### src/rtl/srgen_pkg.sv
package srgen_pkg;

    localparam int PRE_W = 4;

    typedef enum logic [1:0] {
        SRC_INT25 = 2'b00,
        SRC_EXT   = 2'b01,
        SRC_INT32 = 2'b10,
        SRC_NONE  = 2'b11
    } src_e;

    typedef enum logic [1:0] {
        LEG_MUTE = 2'b00,
        LEG_LOW  = 2'b01,
        LEG_MID  = 2'b10,
        LEG_HIGH = 2'b11
    } leg_e;

    typedef enum logic [1:0] {
        A_INT_PRE = 2'd0,
        A_EXT_PRE = 2'd1,
        A_SRC     = 2'd2,
        A_LEG     = 2'd3
    } addr_e;

    typedef struct packed {
        logic [PRE_W-1:0] int_pre;
        logic [PRE_W-1:0] ext_pre;
        src_e             src;
        leg_e             leg;
    } cfg_t;

    // prescale values the converter cannot use
    function automatic logic codec_bad(input logic [PRE_W-1:0] n);
        case (n)
            4'd6, 4'd8, 4'd10, 4'd12, 4'd13, 4'd14, 4'd15: codec_bad = 1'b1;
            default:                                      codec_bad = 1'b0;
        endcase
    endfunction

endpackage

### src/rtl/srgen_cfg.sv
module srgen_cfg
    import srgen_pkg::*;
#(
    parameter int DW = 8
) (
    input  logic          clk,
    input  logic          rst,
    input  logic          wr_en,
    input  logic [1:0]    wr_addr,
    input  logic [DW-1:0] wr_data,
    output cfg_t          cfg
);

    always_ff @(posedge clk) begin
        if (rst) begin
            cfg.int_pre <= PRE_W'(1);
            cfg.ext_pre <= '0;
            cfg.src     <= SRC_INT25;
            cfg.leg     <= LEG_MUTE;
        end else if (wr_en) begin
            case (addr_e'(wr_addr))
                A_INT_PRE: cfg.int_pre <= wr_data[PRE_W-1:0];
                A_EXT_PRE: cfg.ext_pre <= wr_data[PRE_W-1:0];
                A_SRC:     cfg.src     <= src_e'(wr_data[1:0]);
                default:   cfg.leg     <= leg_e'(wr_data[1:0]);
            endcase
        end
    end

endmodule

### src/rtl/srgen_select.sv
module srgen_select
    import srgen_pkg::*;
#(
    parameter int BASE_DIV = 256,
    parameter int LEG_DIV  = 512,
    parameter int CW       = 13
) (
    input  cfg_t          cfg,
    input  logic          ref_int25_en,
    input  logic          ref_ext_en,
    input  logic          ref_int32_en,
    output logic          tick,
    output logic [CW-1:0] ratio,
    output logic          legacy,
    output logic          invalid
);

    logic [PRE_W-1:0] n_sel;
    logic             ref_sel;
    logic             off;

    always_comb begin
        n_sel  = (cfg.src == SRC_EXT) ? cfg.ext_pre : cfg.int_pre;
        legacy = (n_sel == '0);

        case (cfg.src)
            SRC_INT25: ref_sel = ref_int25_en;
            SRC_EXT:   ref_sel = ref_ext_en;
            SRC_INT32: ref_sel = ref_int32_en;
            default:   ref_sel = 1'b0;
        endcase

        if (legacy)
            ratio = CW'(LEG_DIV) << (2'd3 - 2'(cfg.leg));
        else
            ratio = CW'(BASE_DIV * (int'(n_sel) + 1));

        off     = (cfg.src == SRC_NONE) || (legacy && cfg.leg == LEG_MUTE);
        tick    = ref_sel && !off;
        invalid = (cfg.src == SRC_NONE) || (!legacy && codec_bad(n_sel));
    end

endmodule

### src/rtl/srgen_div.sv
module srgen_div #(
    parameter int CW = 13
) (
    input  logic          clk,
    input  logic          rst,
    input  logic          clr,
    input  logic          tick,
    input  logic [CW-1:0] ratio,
    output logic          stb
);

    logic [CW-1:0] cnt;

    always_ff @(posedge clk) begin
        if (rst || clr) begin
            cnt <= '0;
            stb <= 1'b0;
        end else if (tick) begin
            if (cnt == ratio - CW'(1)) begin
                cnt <= '0;
                stb <= 1'b1;
            end else begin
                cnt <= cnt + CW'(1);
                stb <= 1'b0;
            end
        end else begin
            stb <= 1'b0;
        end
    end

    AST_STB_SINGLE: assert property (@(posedge clk) disable iff (rst)
        stb |=> !stb);
    AST_CNT_IN_RANGE: assert property (@(posedge clk) disable iff (rst)
        cnt < ratio);
    AST_CLR_QUIET: assert property (@(posedge clk) disable iff (rst)
        clr |=> (!stb && cnt == '0));
    AST_IDLE_QUIET: assert property (@(posedge clk) disable iff (rst)
        !tick |=> !stb);

endmodule

### src/rtl/srgen_top.sv
module srgen_top
    import srgen_pkg::*;
#(
    parameter int DW       = 8,
    parameter int BASE_DIV = 256,
    parameter int LEG_DIV  = 512
) (
    input  logic          clk,
    input  logic          rst,
    input  logic          wr_en,
    input  logic [1:0]    wr_addr,
    input  logic [DW-1:0] wr_data,
    input  logic          ref_int25_en,
    input  logic          ref_ext_en,
    input  logic          ref_int32_en,
    output logic          sample_stb,
    output logic          legacy_mode,
    output logic          cfg_invalid
);

    localparam int MAX_PROG = BASE_DIV * (1 << PRE_W);
    localparam int MAX_LEG  = LEG_DIV * 8;
    localparam int MAX_R    = (MAX_PROG > MAX_LEG) ? MAX_PROG : MAX_LEG;
    localparam int CW       = $clog2(MAX_R + 1);

    cfg_t          cfg;
    logic          tick;
    logic [CW-1:0] ratio;

    srgen_cfg #(.DW(DW)) u_cfg (
        .clk     (clk),
        .rst     (rst),
        .wr_en   (wr_en),
        .wr_addr (wr_addr),
        .wr_data (wr_data),
        .cfg     (cfg)
    );

    srgen_select #(.BASE_DIV(BASE_DIV), .LEG_DIV(LEG_DIV), .CW(CW)) u_sel (
        .cfg          (cfg),
        .ref_int25_en (ref_int25_en),
        .ref_ext_en   (ref_ext_en),
        .ref_int32_en (ref_int32_en),
        .tick         (tick),
        .ratio        (ratio),
        .legacy       (legacy_mode),
        .invalid      (cfg_invalid)
    );

    srgen_div #(.CW(CW)) u_div (
        .clk   (clk),
        .rst   (rst),
        .clr   (wr_en),
        .tick  (tick),
        .ratio (ratio),
        .stb   (sample_stb)
    );

    AST_NO_SOURCE_SILENT: assert property (@(posedge clk) disable iff (rst)
        (cfg.src == SRC_NONE) |=> !sample_stb);
    AST_WRITE_NO_STB: assert property (@(posedge clk) disable iff (rst)
        wr_en |=> !sample_stb);

endmodule

### config.mk
export PLATFORM = sky130hd
export DESIGN_NAME = srgen_top
export DESIGN_NICKNAME = d
export VERILOG_FILES = /design/src/rtl/srgen_pkg.sv /design/src/rtl/srgen_cfg.sv /design/src/rtl/srgen_select.sv /design/src/rtl/srgen_div.sv /design/src/rtl/srgen_top.sv
export SDC_FILE = /design/constraint.sdc
export NUM_CORES = 1
export LEC_CHECK = 0
export ABC_AREA = 1
export CAP_MARGIN = 40
export CORE_MARGIN = 8
export CORE_UTILIZATION = 25
export DETAILED_ROUTE_END_ITERATION = 12
export PLACE_DENSITY = 0.42
export SLEW_MARGIN = 20
export SYNTH_ARGS = -nofsm -noshare
export SYNTH_HDL_FRONTEND = slang
export SYNTH_SLANG_ARGS = --single-unit
### constraint.sdc
create_clock -name clk -period 7.07 [get_ports clk]
set_input_delay 0.707 -clock clk [delete_from_list [all_inputs] [get_ports clk]]
set_output_delay 0.707 -clock clk [all_outputs]
set_load 0.005 [all_outputs]
# Word-level counts from Yosys, hierarchy flattened

Cells that the tools add are included.

Logic and storage cells: 51
Bits in registers: 26
Input bits: 16
Output and inout port bits: 3

Add/sub/neg operators: 4
Equal/unequal tests: 13
Mux-type cells: 6
Bitwise gates (word level): 2
Shifts and indexed selects: 1
Reductions and logical operators: 19

Operators with widths:

| kind                  | number |
|---|---|
| $mux 13               | 2 |
| $eq 4x4->1 const B    | 6 |
| $add 13x1->13 const B | 1 |
| $eq 13x13->1          | 1 |
| $shl 10x2->13 const A | 1 |
| $sub 13x1->13 const B | 1 |
| $reduce_and 2->1      | 4 |
| $reduce_or 7->1       | 1 |
| $eq 2x2->1 const B    | 3 |
| $logic_not 2->1       | 3 |
| $add 4x1->5 const B   | 1 |
| $eq 2x1->1 const B    | 2 |
| $eq 4x3->1 const B    | 1 |
| $logic_not 4->1       | 1 |
| $mux 4                | 1 |
| $logic_and 1x1->1     | 3 |
| $logic_or 1x1->1      | 3 |
| $pmux 1 s3            | 1 |
| $reduce_or 3->1       | 1 |
| $logic_not 1->1       | 2 |
| $mux 1                | 2 |
| $not 1->1             | 2 |
| $reduce_or 2->1       | 1 |
| $sub 2x2->2 const A   | 1 |

# Longest topological paths before layout

Word-level depth: 9
Depth in mapped cells: 20
Mapped depth without buffers: 20

# By module

A second synthesis with hierarchy kept.

Cells, all modules: 376
Area, all modules: 2185.8 um^2

By module, submodules not included:

| module       | sequential area each (um^2) | area an instance (um^2) | instances | cells each |
|---|---|---|---|---|
| srgen_div    | 280.3                       | 1293.7                  | 1         | 217 |
| srgen_cfg    | 240.2                       | 530.5                   | 1         | 80 |
| srgen_select | 0.0                         | 361.6                   | 1         | 79 |

# Worst setup path before layout

OpenSTA, ideal clock, no wires.

Path type: register -> register
From: register, netlist name u_cfg.cfg[2]
To: register u_div.cnt[8]
Buffers on the path: 1
Clock period less this slack: 2587 ps
Data required time: 6953 ps
Path slack: 4483 ps
Library setup time: 117 ps
Cell stages (with the launch flop): 18
Arrival: 2470 ps
Path through: dfxtp_1 -> buf_6 -> nand2_8 -> nand2_1 -> nand2_2 -> inv_2 -> ha_1 -> nand4_1 -> and2_1 -> ha_1 -> or2_2 -> nand3_1 -> nor4_1 -> nand4_1 -> nor2_1 -> nand2_2 -> nand2_4 -> nor2_2

Word-level cells in the longest chain between the ends: 7
Elaborated cells on any way between the ends: 16
Classes of those cells: add/sub: 2; eq/ne: 4; mux: 4; reduce/logical: 6

Ends and longest elaborated chain:

| item                                                     | line                                   | text |
|---|---|---|
| $eq 2x1->1                                               | srgen_select.sv:23, srgen_select.sv:26 |  |
| $mux 4                                                   | srgen_select.sv:23                     | `n_sel = (cfg.src == SRC_EXT) ? cfg.ext_pre : cfg.int_pre;` |
| $add 4x1->5 / $logic_not 4->1 (equally long branches)    | srgen_select.sv:36, srgen_select.sv:24 |  |
| $mux 13 / $logic_and 1x1->1 (equally long branches)      | srgen_select.sv:33, srgen_select.sv:38 |  |
| $sub 13x1->13 / $logic_or 1x1->1 (equally long branches) | srgen_div.sv:19, srgen_select.sv:38    |  |
| $eq 13x13->1 / $logic_not 1->1 (equally long branches)   | srgen_div.sv:19, srgen_select.sv:39    |  |
| $mux 13 / $logic_and 1x1->1 (equally long branches)      | srgen_div.sv:19, srgen_select.sv:39    |  |
| to (signal assigned)                                     | srgen_div.sv:23                        | `cnt <= cnt + CW'(1);` |
| to (decl)                                                | srgen_div.sv:12                        | `logic [CW-1:0] cnt;` |

Several ways; a longest one is shown, not always the timed one.
A chain may end at the register's enable or synchronous reset.

# Worst setup path after layout

From: register, netlist name u_cfg.cfg[2]
To: output cfg_invalid

Word-level cells in the longest chain between the ends: 7
Elaborated cells on any way between the ends: 16
Classes of those cells: eq/ne: 9; mux: 2; reduce/logical: 5

Ends and longest elaborated chain:

| item                                            | line               | text |
|---|---|---|
| $eq 2x1->1                                      | srgen_select.sv:23 |  |
| $mux 4                                          | srgen_select.sv:23 |  |
| $eq 4x3->1 / $eq 4x4->1 (equally long branches) | srgen_pkg.sv:35    | `case (n)` |
| $reduce_or 7->1                                 | srgen_pkg.sv:35    |  |
| $mux 1                                          | srgen_pkg.sv:35    |  |
| $logic_and 1x1->1                               | srgen_select.sv:40 | `invalid = (cfg.src == SRC_NONE) \|\| (!legacy && codec_bad(n_sel));` |
| $logic_or 1x1->1 *                              | srgen_select.sv:40 |  |
| to (decl)                                       | srgen_top.sv:18    | `output logic cfg_invalid` |

Mark *: on every way between the ends. The rest lies on a longest branch, timed or not.

==> results.sh <==
export IMPL_outcome="finished clean"
export IMPL_gp_congestion=0.760
export IMPL_setup_viol=0
export IMPL_fill_cells=809
export IMPL_core_area_um2=7100
export IMPL_drtIter0Drc=44
export IMPL_combPwrFrac_pct=26.7
export IMPL_power_density_nw_per_um2=157
export IMPL_chipWidth_um=101
export IMPL_synth_ff_type="dfxtp_1"
export IMPL_p_int_uw=223
export IMPL_clkPwrFrac_pct=26.3
export IMPL_p_seq_share_pct=47.0
export IMPL_slowest_delay_ps=670
export IMPL_maxSlewViolCount=0
export IMPL_ant_nets=0
export IMPL_cts_setup_buffers=0
export IMPL_relSlewSlack_pct=64.4
export IMPL_area_delta_synth_final_pct=16.1
export IMPL_power_switching_uw=106
export IMPL_die_h_um=101
export IMPL_crit_fanout=9
export IMPL_ir_drop_uv=86.6
export IMPL_drive_gt1_share_pct=16.0
export IMPL_async_flop_share_pct=0
export IMPL_routedWlPerCell_um=10.7
export IMPL_grt_first_pass_wirelength_um=6950
export IMPL_cp_cell_sequence="nand2_8 -> nand2_1 -> nand2_1 -> inv_1 -> ha_1 -> a21oi_1 -> o2111ai_1 -> clkdlybuf4s50_1"
export IMPL_worstSetupEndpointType="output pin"
export IMPL_rsz0062_at_grt="no"
export IMPL_clk_latency_ps=270
export IMPL_critPathSlowestCell="dfxtp_1"
export IMPL_dp_hpwl_um=3300
export IMPL_fin_crit_sh_pct=47.1
export IMPL_grt_max_degree=14
export IMPL_skew_ps=3.35
export IMPL_ys_warn_count=0
export IMPL_nets=299
export IMPL_cts_root_buffer="clkbuf_8"
export IMPL_netlist_instances=260
export IMPL_synth_yosys_seq_area_share_pct=28.9
export IMPL_antenna_found_initial=0
export IMPL_syn_area_um2=1800
export IMPL_cts_buffer_depth=2
export IMPL_diodes=0
export IMPL_path_class="flop to output pin"
export IMPL_start_kind="flop"
export IMPL_synth_cell_types=35
export IMPL_synth_edf_count=0
export IMPL_synth_fp_nets=282
export IMPL_path_buf_inv=2
export IMPL_grt_ovfl_total=0
export IMPL_p_leak_nw=0.840
export IMPL_cp_required_ps=6360
export IMPL_vias=1572
export IMPL_hold_buffers=0
export IMPL_tightestPinTransition_ps=533
export IMPL_io_pins=19
export IMPL_numCtsBuffers=3
export IMPL_placement_rows=31
export IMPL_swShare_pct=32.2
export IMPL_grt_pass1_vias=1499
export IMPL_start_util_pct=25.4
export IMPL_arrival_ps=2620
export IMPL_port_buffers=14
export IMPL_drv_cap=0
export IMPL_min_period_ps=3330
export IMPL_clk_pin_slew_ps=90
export IMPL_drt_wl_total_um=3990
export IMPL_clock_sinks=26
export IMPL_dieArea_um2=10200
export IMPL_hold_path_class="flop to flop"
export IMPL_grt_util_all_layers_pct=8.41
export IMPL_power_uw=328
export IMPL_routed_via_density=4.20
export IMPL_ys_ff_latch=26
export IMPL_avgSynthCellArea_um2=6.93
export IMPL_crit_top_cell="nand2_1"
export IMPL_htreeDepth=1
export IMPL_fmax_ghz=0.300
export IMPL_firstDrtPassIters=4
export IMPL_cts_tree="built"
export IMPL_crit_family="flip-flops"
export IMPL_final_hold_viol_count=0
export IMPL_final_setup_tns_ps=0
export IMPL_cts_resized=0
export IMPL_drc_errors=0
-- cells in the final DEF, fill, tap and decap left out, drive strengths merged --
cell,n
nand2,61
nor4,1
o21ai,16
clkinv,1
inv,44
clkdlybuf4s50,14
nor2,35
mux2i,1
xor2,5
o22ai,1
and3,1
o2111ai,1
xnor2,1
nand3b,2
dfxtp,26
clkbuf,3
nand4,9
nor3,5
a211oi,1
a21oi,10
and2,1
ha,6
or2,2
nand3,28
-- kinds of logic after synthesis --
| kind of cell | after synthesis | synth area share, % |
|---|---|---|
| buffers and inverters | 47 | 10.3 |
| adder cells (fa/ha/maj) | 6 | 4.17 |
| AO/OA/AOI/OAI | 29 | 8.47 |
| flip-flops | 26 | 28.9 |
| AND/OR/NAND/NOR | 145 | 44.7 |
| multiplexers | 1 | 0.556 |
| XOR/XNOR | 6 | 2.92 |
-- final cells by class --
cell class	instances	area, um2	share of cell area, %
multi-input cells	187	1090	52.3
flip-flops and latches	26	520	24.9
inverters	45	171	8.19
repair buffers	14	140	6.70
well taps	99	124	5.92
clock buffers	3	41.3	1.97
-- metrics by stage --
step,instance area [um2],util (%),instances,hold WS [ps],setup WS [ps]
final,2090,29.5,374,473,3740
after global routing,2090,29.5,374,486,3480
after CTS,2090,29.5,374,477,3700
after detailed placement,2050,28.9,371,454,3840
after global placement,2050,28.9,371,452,3810
after floorplan,1800,-,260,429,4480
-- tightest hold or removal path: cells and delay by family, from the launching register on --
kind             cells  cell delay (ps)
and+or+nand+nor      2              100
DFF                  1              340
-- state kept, by name, summed over array words and instances (netlist names) --
register   count
u_div.stb      1
u_cfg.cfg     12
u_div.cnt     13
-- path summary, 6_finish.rpt --
| kind | start | end | slack, ps | depth (start not counted) |
|---|---|---|---|---|
| worst min-delay path | u_cfg.cfg[8] | u_cfg.cfg[8] | 470 | 2 |
| worst max register to register | u_cfg.cfg[2] | u_div.cnt[8] | 3840 | 16 |
| worst min register to register | u_cfg.cfg[8] | u_cfg.cfg[8] | 470 | 2 |
| worst max-delay path | u_cfg.cfg[2] | cfg_invalid | 3740 | 8 |
-- power groups by stage --
stage,sequential [mW],combinational (mW),clock (mW)
floorplan,0.156,0.0680,0
global placement,0.158,0.0882,0
detailed placement,0.158,0.0887,0
CTS,0.154,0.0891,0.0898
global route,0.155,0.100,0.0956
finish,0.154,0.0878,0.0864
-- cell usage after synthesis, types with 6 or more instances --
library cell / n / area, um2
inv_2: 6 / 22.5
nand4_1: 7 / 43.8
nor2_1: 25 / 93.8
nand3_1: 23 / 115
nand2_1: 45 / 169
dfxtp_1: 26 / 521
nand2_2: 8 / 50.1
ha_1: 6 / 75.1
nor2_2: 10 / 62.6
a21oi_1: 10 / 50.1
o21ai_0: 15 / 75.1
inv_1: 37 / 139
-- layer usage --
metal	vias up	GRT usage, %	part of all wire (%)
met1	686	11.3	54
met3	4	0.898	1.3
li1	867	-	-
met2	15	13.2	43
met5	-	0	0
met4	0	3.78	1.6
Note: power is estimated with default switching activity, not from simulation.
